### src/rtl/memsel_decoder.sv
module memsel_decoder #(
  parameter int         ADDR_W   = 16,
  parameter logic [ADDR_W-1:0] MAP_ADDR = 16'h00B0,
  parameter logic [7:0] MAP_INIT = 8'hE7
) (
  input  logic              clk,
  input  logic              rst_n,
  input  logic [ADDR_W-1:0] addr,
  input  logic [7:0]        wdata,
  input  logic              code_rd,
  input  logic              data_rd,
  input  logic              data_wr,
  input  logic              hit_sram,
  input  logic              hit_boot,
  input  logic              hit_main,
  output logic              cs_sram,
  output logic              cs_boot,
  output logic              cs_main,
  output logic              io_mode,
  output logic [7:0]        map_value
);

  localparam logic [7:0] KEEP = 8'h9F;

  logic [7:0] map_q;
  logic       ok_sram, ok_boot, ok_main;

  always_ff @(posedge clk or negedge rst_n) begin
    if (!rst_n)
      map_q <= MAP_INIT & KEEP;
    else if (data_wr && addr == MAP_ADDR)
      map_q <= wdata & KEEP;
  end

  assign ok_sram = (code_rd & map_q[0]) | data_rd | data_wr;
  assign ok_boot = (code_rd & map_q[1]) | (data_rd & map_q[3]) | data_wr;
  assign ok_main = (code_rd & map_q[2]) | (data_rd & map_q[4]) | data_wr;

  assign cs_sram = hit_sram & ok_sram;
  assign cs_boot = hit_boot & ok_boot & ~cs_sram;
  assign cs_main = hit_main & ok_main & ~cs_sram & ~cs_boot;

  assign io_mode   = map_q[7];
  assign map_value = map_q;

endmodule


### config.mk
export PLATFORM = sky130hd
export DESIGN_NAME = memsel_decoder
export DESIGN_NICKNAME = d
export VERILOG_FILES = /design/src/rtl/memsel_decoder.sv
export SDC_FILE = /design/constraint.sdc
export NUM_CORES = 1
export LEC_CHECK = 0
export ABC_AREA = 1
export BUFFER_PORTS_ARGS = -buffer_cell sky130_fd_sc_hd__buf_2
export CAP_MARGIN = 5
export CORE_MARGIN = 10
export CORE_UTILIZATION = 30
export CTS_CLUSTER_DIAMETER = 120
export DETAILED_ROUTE_END_ITERATION = 16
export PLACE_DENSITY = 0.73
export SLEW_MARGIN = 5
export SYNTH_ARGS = -nofsm -noshare
export SYNTH_HDL_FRONTEND = slang
export SYNTH_SLANG_ARGS = --single-unit
### constraint.sdc
create_clock -name clk -period 1 [get_ports clk]
set_input_delay 0.15 -clock clk [delete_from_list [all_inputs] [get_ports clk]]
set_output_delay 0.15 -clock clk [all_outputs]
set_load 0.05 [all_outputs]
======== Word level (Yosys, flattened, before mapping) ========
Index checks and enable logic that the tools add are counted.
word-level totals
  bits in read-only memories .............. 0
  latch bits .............................. 0
  bits of input ports ..................... 32
  memories kept ........................... 0
  RAM bits ................................ 0
  output and inout bits ................... 12
  word-level logic and storage cells ...... 22
  flip-flop bits (word level) ............. 6
operators by class
  div/mod/pow operators ................... 0
  shift operators ......................... 0
  reduce and logical (&&, ||, !) cells .... 1
  $lt $le $gt $ge ......................... 0
  eq/ne operators ......................... 1
  bitwise gates (word level) .............. 19
  $mul .................................... 0
  muxes and demuxes ....................... 0
  add/sub/neg operators ................... 0
operator list
  cell                                                                     count
  16-bit by 8-bit equality test with 1-bit output (second input constant)  1
  1-bit AND                                                                11
  1-bit OR                                                                 6
  1-bit inverter                                                           2
  1-bit logical AND                                                        1

======== Logic depth before layout (Yosys ltp) ========
Gate-level depths: netlist of the first run.
  word-level depth ........................ 8
  depth in mapped cells ................... 6

======== Worst setup path after synthesis of the first run ========
Ideal clock, no wire load.
  kind .................................... register to output
  start point ............................. register map_q[0], in the netlist map_value[0]
  end point ............................... output port cs_boot
  stages on the path, launching flop included .. 4
  path buffers ............................ 0
  data arrival time ....................... 1762 ps
  slack ................................... -912 ps
  cell sequence ........................... dfstp_2 a21oi_1 a21boi_2 nor2_1
on the way
  cells in the longest elaborated chain, start to end .. 6
ends and longest elaborated chain
  what                    line  text
  from (decl)             25    logic [7:0] map_q;
  from (signal assigned)  30    map_q <= MAP_INIT & KEEP;
  from (signal assigned)  32    map_q <= wdata & KEEP;
  1-bit AND               35    assign ok_sram = (code_rd & map_q[0]) | data_rd | data_wr;
  1-bit OR (2 in series)  35
  1-bit AND               39    assign cs_sram = hit_sram & ok_sram;
  named net cs_sram       16    output logic cs_sram,
  1-bit inverter          40    assign cs_boot = hit_boot & ok_boot & ~cs_sram;
  1-bit AND               40
  to (decl)               17    output logic cs_boot,
The timed path passes the listed nets, and every way through them passes these cells.

======== Worst setup path after layout of the first run ========
  start point ............................. register map_q[2], in the netlist map_value[2]
  end point ............................... output port cs_main
on the way
  cells in the longest elaborated chain, start to end .. 6
ends and longest elaborated chain
  what                     line  text
  1-bit AND                37    assign ok_main = (code_rd & map_q[2]) | (data_rd & map_q[4]) | data_wr;
  1-bit OR (2 in series)   37
  1-bit AND (3 in series)  41    assign cs_main = hit_main & ok_main & ~cs_sram & ~cs_boot;
  to (decl)                18    output logic cs_main,
Every way passes these cells.

==> load_flow_metrics.sql, run 1 <==
INSERT INTO impl_metrics (metric_group, metric, value, unit) VALUES
('synth', 'post-synth-top-area-cell', 'sky130_fd_sc_hd__dfstp_2', ''),
('pwr', 'ir_drop', '455', 'uV'),
('pwr', 'power.switching_fraction', '0.291', ''),
('setup_path', 'path_cells', 'nand2_2 -> nand3_2 -> nand2_2 -> nor3_4 -> buf_6', ''),
('floorplanning', 'die-area', '3310', 'um2'),
('floorplanning', 'top_level_ports', '44', ''),
('synth', 'yosys.area.top_type_share', '0.249', ''),
('setup_path', 'critical-path-top-cell-by-count', 'sky130_fd_sc_hd__nand2_2', ''),
('layout', 'largest_register_ffs', '6', ''),
('clocking', 'cts_sinks', '6', ''),
('clocking', 'clk_pin_slew_worst_paths', '0.04', 'ns'),
('floorplanning', 'core_region_area', '1320', 'um2'),
('timing', 'final_period_minus_worst_setup_slack', '1.46', 'ns'),
('hold_path', 'hp-class', 'primary input to register', ''),
('synth', 'syn-instance-count', '57', ''),
('routing', 'routedWlPerCell', '12.3', 'um'),
('layout', 'fill_cells', '121', ''),
('synth', 'ys.warnings.count', '0', ''),
('synth', 'synth_top_cells_by_area', 'sky130_fd_sc_hd__dfstp_2 (25%), sky130_fd_sc_hd__nand2_1 (19%), sky130_fd_sc_hd__dfrtp_1 (12%), sky130_fd_sc_hd__nand4_1 (10%), sky130_fd_sc_hd__nor2_1 (6.2%)', ''),
('floorplanning', 'fp.dieW', '57.5', 'um'),
('routing', 'drt-total-wl', '1.52', 'mm'),
('clocking', 'cts-root-buf', 'sky130_fd_sc_hd__clkbuf_4', ''),
('setup_path', 'cp.arrival', '1.31', 'ns'),
('clocking', 'clock_tree.htree_level_count', '1', ''),
('synth', 'ys_seq_elements', '6', ''),
('setup_path', 'worstPathMaxFanout', '2', ''),
('global_routing', 'largest_net_degree_at_the_start_of_global_routing', '8', ''),
('layout', 'layout_commonest_cell', 'sky130_fd_sc_hd__buf_2', ''),
('pwr', 'share_seq_of_total_power', '0.366', ''),
('floorplanning', 'start_util', '0.321', ''),
('setup_path', 'critPathLaunchType', 'register', ''),
('synth', 'synth-main-ff-cell', 'sky130_fd_sc_hd__dfstp_2', ''),
('place', 'dp_slack', '-0.309', 'ns'),
('timing', 'finalWorstSetupSlack', '-0.460', 'ns'),
('timing', 'hold_violations', '0', ''),
('pwr', 'internal_dissipation', '0.474', 'mW'),
('global_routing', 'global_route.usage.total', '0.100', ''),
('pwr', 'leakagePower', '0.454', 'nW'),
('pwr', 'power_frac_clock', '0.369', ''),
('timing', 'setup_viol', '10', ''),
('setup_path', 'r2r_setup_slack', '0.13', 'ns'),
('clocking', 'cts_buffers', '3', ''),
('global_routing', 'grt_first_pass_wirelength', '2.69', 'mm'),
('routing', 'number_of_drc_violations_after_detailed_routing', '0', ''),
('place', 'detailedPlacementHpwl', '1.31', 'mm'),
('place', 'port-buffer-count', '39', ''),
('flow_run', 'max_cap_violations', '0', ''),
('setup_path', 'required', '0.85', 'ns'),
('synth', 'asyncSetResetFlopFracSynth', '1.00', ''),
('synth', 'synth-edff-count', '0', ''),
('setup_path', 'timing.critical_path.slowest_cell_delay', '0.53', 'ns'),
('timing', 'final-max-slew-violation-count', '0', ''),
('routing', 'detail_route.first_pass.iterations', '4', ''),
('clocking', 'cts_tree', 'done', ''),
('layout', 'drive_above_1_share', '0.642', ''),
('pwr', 'netSwitchingPower', '0.195', 'mW'),
('layout', 'multi_input_logic_area', '270', 'um2'),
('pwr', 'report.power.total', '0.669', 'mW'),
('synth', 'synth.lib_cells_used.distinct', '16', ''),
('global_routing', 'grt_antenna_before_repair', '0', ''),
('routing', 'vias', '562', ''),
('status', 'failed_checks', 'setup timing', ''),
('layout', 'mostFrequentLayoutCells', 'sky130_fd_sc_hd__buf_2 (29), sky130_fd_sc_hd__nand2_1 (18)', ''),
('routing', 'post_drt_via_cell_ratio', '4.53', ''),
('status', 'run_status', 'complete, but fails checks', ''),
('timing', 'finalCritPeriodShare', '1.46', ''),
('layout', 'utilization', '0.663', ''),
('layout', 'ff_latch_area', '155', 'um2'),
('synth', 'synth_area_per_cell', '7.42', 'um2'),
('synth', 'syn-cell-area', '423', 'um2'),
('synth', 'ys_seq_area_frac', '0.367', '');
## through the flow
step,cell area (um2),TNS [ns],std cells,hold WS [ns]
after CTS,828,-2.22,120,0.128
after global routing,873,-2.65,124,0.131
after detailed placement,691,-0.900,115,-0.0226
after global placement,691,-0.818,115,-0.0238
after floorplan,459,-1.56,58,-0.146
final,873,-2.27,124,0.129
## repair_timing
item,CTS,global route
setup buffers,1,4
gates resized for setup,31,5
hold buffers,1,0
endpoints found under the hold margin,6,0
setup endpoints to repair,10,10
pin swaps,2,5
## metal layers
layer | vias up | share of wire | track usage
met1 | 234 | 0.41 | 0.107
met3 | 5 | 0.13 | 0.0686
met5 | - | 0 | 0
li1 | 287 | - | -
met2 | 36 | 0.44 | 0.147
met4 | 0 | 0.020 | 0.0503
## worst max-delay path: cells and delay by family, from the launching register on
family,cells,cell delay [ns]
simple gates,4,0.36
buf+inv,1,0.18
flops,1,0.53
## final timing paths
kind | from | end | cells past startpoint
worst min register to register | map_value[7]$_DFFE_PN1P_ | map_value[7]$_DFFE_PN1P_ | 2
worst max register to register | map_value[1]$_DFFE_PN1P_ | map_value[1]$_DFFE_PN1P_ | 4
worst max-delay path | map_value[2]$_DFFE_PN1P_ | cs_main | 5
max in group asynchronous | rst_n | map_value[2]$_DFFE_PN1P_ | 2
min in group asynchronous | rst_n | map_value[4]$_DFFE_PN0P_ | 2
worst min-delay path | wdata[1] | map_value[1]$_DFFE_PN1P_ | 3
## cell families (layout without fill, tap and decap cells)
kind of cell,after synthesis,count (layout),synth area share
simple gates,41,41,0.494
buf+inv,7,58,0.0917
flops,6,6,0.367
compound gates,2,2,0.0384
other cells,1,2,0.00887
## power groups by stage
stage / logic, mW / registers (mW) / clock network, mW
2_1_floorplan: 0.0904 / 0.248 / 0
6_report: 0.177 / 0.244 / 0.247
5_1_grt: 0.195 / 0.244 / 0.275
3_5_place_dp: 0.161 / 0.248 / 0
3_3_place_gp: 0.158 / 0.248 / 0
4_1_cts: 0.176 / 0.244 / 0.252
## cell type report
| type | instances | area share |
|---|---|---|
| tap | 15 | 0.0215 |
| inverter | 3 | 0.0129 |
| timing repair buffer | 51 | 0.448 |
| multi-input combinational | 45 | 0.309 |
| sequential | 6 | 0.178 |
| clock buffer | 4 | 0.0301 |
## synthesized netlist by cell type, types with 2 or more instances
cell type,number
sky130_fd_sc_hd__nand2_1,21
sky130_fd_sc_hd__dfstp_2,4
sky130_fd_sc_hd__buf_4,3
sky130_fd_sc_hd__nor2_1,7
sky130_fd_sc_hd__dfrtp_1,2
sky130_fd_sc_hd__nor2_4,2
sky130_fd_sc_hd__nand3_1,2
sky130_fd_sc_hd__inv_1,2
sky130_fd_sc_hd__nand4_1,7
Note: power is estimated with default switching activity, not from simulation.
==> inputs of run 2 (changes only) <==
CORE_AREA = 10 10 47 49   (was default)
CORE_MARGIN = default   (was 10)
CORE_UTILIZATION = default   (was 30)
DIE_AREA = 0 0 57 59   (was default)
PLACE_DENSITY = 0.77   (was 0.73)
clock period = 1.7 ns   (was 1 ns; I/O delays follow)
==> run 2 against run 1 <==
The run now ends clean; global-route usage is 2.1 points lower; combinational power is 51% lower; cell count is 8.1% lower; sequential share of layout area is 5.7 points higher; routed wire length is 15% lower; non-clock buffer count is 11 lower; core utilization is 19 points lower; via count is 13% lower; sequential cell count stayed put; critical path type unchanged; critical endpoint unchanged; largest cell class is now multi-input combinational cells.
==> load_flow_metrics.sql, run 2 (synthesized netlist as in run 1, its figures left out) <==
INSERT INTO impl_metrics (metric_group, metric, value, unit) VALUES
('setup_path', 'cp.depth', '5', ''),
('global_routing', 'groute.layer.met1.usage', '0.0982', ''),
('floorplanning', 'fp.dieW', '57', 'um'),
('timing', 'setup_total_negative_slack', '0', 'ns'),
('hold_path', 'hp-class', 'primary input to register', ''),
('layout', 'areaGrowthSynthToFinish', '56.2', '%'),
('floorplanning', 'core_region_area', '1400', 'um2'),
('routing', 'number_of_drc_violations_after_detailed_routing', '0', ''),
('global_routing', 'gr-usage-met3', '0.0494', ''),
('clocking', 'cts-root-buf', 'sky130_fd_sc_hd__clkbuf_4', ''),
('setup_path', 'rr_startpoint', 'map_value[1]$_DFFE_PN1P_', ''),
('layout', 'layout_commonest_cell', 'sky130_fd_sc_hd__buf_2', ''),
('layout', 'mostFrequentLayoutCells', 'sky130_fd_sc_hd__buf_2 (38), sky130_fd_sc_hd__nand2_1 (21), sky130_fd_sc_hd__nor2_1 (7), sky130_fd_sc_hd__nand4_1 (7)', ''),
('clocking', 'cts_tree', 'done', ''),
('setup_path', 'startpoint', 'map_value[2]$_DFFE_PN1P_', ''),
('timing', 'maxClockFrequency', '618', 'MHz'),
('flow_run', 'max_cap_violations', '0', ''),
('place', 'finalWeightedCongestion', '0.697', ''),
('setup_path', 'regToRegEndpoint', 'map_value[1]$_DFFE_PN1P_', ''),
('pwr', 'report.power.total', '0.370', 'mW'),
('layout', 'antenna_cells', '0', ''),
('layout', 'nNetsFinal', '131', ''),
('layout', 'ff_latch_area', '155', 'um2'),
('setup_path', 'worst-setup-path-type', 'register to output pin', ''),
('pwr', 'powerDensity', '560', 'nW/um2'),
('layout', 'largest_register_ffs', '6', ''),
('setup_path', 'critical-path-top-cell-by-count', 'sky130_fd_sc_hd__nand2_1', ''),
('setup_path', 'timing.critical_path.slowest_cell_delay', '0.54', 'ns'),
('hold_path', 'hold_path_startpoint', 'wdata[7]', ''),
('setup_path', 'crit_path_end', 'cs_main', ''),
('clocking', 'cts_buffer_depth', '2', ''),
('layout', 'fill_cells', '151', ''),
('place', 'port-buffer-count', '39', ''),
('clocking', 'cts_setup_buffers', '0', ''),
('pwr', 'leakagePower', '0.371', 'nW'),
('layout', 'utilization', '0.471', ''),
('clocking', 'clock_tree.htree_level_count', '1', ''),
('global_routing', 'grt_first_pass_wirelength', '2.22', 'mm'),
('global_routing', 'grt_antenna_before_repair', '0', ''),
('setup_path', 'cp-end-kind', 'output pin', ''),
('routing', 'routedWlPerCell', '11.4', 'um'),
('setup_path', 'timing.reg2reg.worst_path_depth', '2', ''),
('layout', 'multi_input_logic_area', '240', 'um2'),
('routing', 'detail_route.first_pass.iterations', '1', ''),
('timing', 'final.setup_skew', '0', 'ns'),
('clocking', 'clk_pin_slew_worst_paths', '0.05', 'ns'),
('setup_path', 'required', '1.44', 'ns'),
('timing', 'setup_viol', '0', ''),
('setup_path', 'number_of_buffer_and_inverter_stages_on_the_critical_path', '1', ''),
('setup_path', 'worstPathMaxFanout', '3', ''),
('timing', 'rsz_0062_raised_after_global_routing', 'no', ''),
('layout', 'drive_above_1_share', '0.531', ''),
('timing', 'final_period_minus_worst_setup_slack', '1.62', 'ns'),
('floorplanning', 'floorplan.rows', '14', ''),
('global_routing', 'grt_use_met2', '0.107', ''),
('clocking', 'insertion_delay', '0.24', 'ns'),
('routing', 'vias', '488', ''),
('setup_path', 'r2r_setup_slack', '1.01', 'ns'),
('floorplanning', 'start_util', '0.302', ''),
('routing', 'drt_first_iter_violations', '0', ''),
('timing', 'hold_slack', '0.241', 'ns'),
('global_routing', 'grt_most_used_layer', 'met2', ''),
('setup_path', 'worst_path_max_delay_cell', 'sky130_fd_sc_hd__dfstp_2', ''),
('routing', 'drtAntennaViolNets', '0', ''),
('global_routing', 'largest_net_degree_at_the_start_of_global_routing', '9', ''),
('setup_path', 'critical-path-top-delay-family', 'flip-flops', ''),
('routing', 'post_drt_via_cell_ratio', '4.28', ''),
('status', 'run_status', 'finished, final reports clean', ''),
('clocking', 'cts_buffers', '3', ''),
('global_routing', 'global_route.overflow_total', '0', ''),
('floorplanning', 'top_level_ports', '44', ''),
('floorplanning', 'die-area', '3360', 'um2'),
('timing', 'finalCritPeriodShare', '0.952', ''),
('setup_path', 'cp.arrival', '1.36', 'ns'),
('pwr', 'ir_drop', '286', 'uV'),
('timing', 'hold_violations', '0', ''),
('setup_path', 'path_cells', 'nand2_1 -> nand3_1 -> nand2_1 -> nor3_2 -> clkbuf_4', ''),
('timing', 'final-max-slew-violation-count', '0', ''),
('global_routing', 'grt_pass1_vias', '545', ''),
('routing', 'drt-total-wl', '1.30', 'mm'),
('global_routing', 'global_route.usage.total', '0.0792', ''),
('setup_path', 'critPathLaunchType', 'register', ''),
('floorplanning', 'die_height', '59', 'um'),
('clocking', 'cts_sinks', '6', '');
run 2: stage by stage:
stage	instances	area [um2]	setup slack, ns
2_1_floorplan	58	434	-0.125
5_1_grt	114	661	0.00290
6_report	114	661	0.0811
3_5_place_dp	109	622	0.299
3_3_place_gp	109	622	0.320
4_1_cts	114	658	0.0355
run 2: final cells by class:
| class | count | area share |
|---|---|---|
| Timing Repair Buffer | 40 | 0.314 |
| Inverter | 3 | 0.0170 |
| Multi-Input combinational cell | 45 | 0.364 |
| Sequential cell | 6 | 0.235 |
| Clock buffer | 4 | 0.0398 |
| Tap cell | 16 | 0.0303 |
run 2: what timing repair did:
action | 4_1_cts | 5_1_grt
endpoints found under the hold margin | 2 | 0
hold buffers | 1 | 0
endpoints found under the setup margin | 0 | 1
resized for setup | 0 | 1
run 2: worst reg2reg max path, cell delays in order (launching register included):
cell	delay, ns
sky130_fd_sc_hd__dfstp_2	0.53
sky130_fd_sc_hd__nand2_1	0.05
sky130_fd_sc_hd__nand2_1	0.05
run 2: worst min path at each step:
stage                                          end  slack [ns]  depth (start not counted)
after global routing      map_value[2]$_DFFE_PN1P_        0.26                          3
after detailed placement  map_value[3]$_DFFE_PN0P_        0.08                          1
after floorplan           map_value[3]$_DFFE_PN0P_       -0.04                          0
after CTS                 map_value[7]$_DFFE_PN1P_        0.24                          3
final                     map_value[7]$_DFFE_PN1P_        0.24                          3
after global placement    map_value[4]$_DFFE_PN0P_        0.08                          1
run 2: where the power goes:
part / switching (mW) / internal (mW) / total, mW
sequential: 0.0000368 / 0.144 / 0.144
combinational: 0.0512 / 0.0360 / 0.0872
clock: 0.0503 / 0.0888 / 0.139
total: 0.102 / 0.269 / 0.370
run 2: metal layers:
layer	up-vias	wire [um]
met3	0	194
met1	191	633
met2	34	473
met5	-	0
met4	0	0
li1	263	-
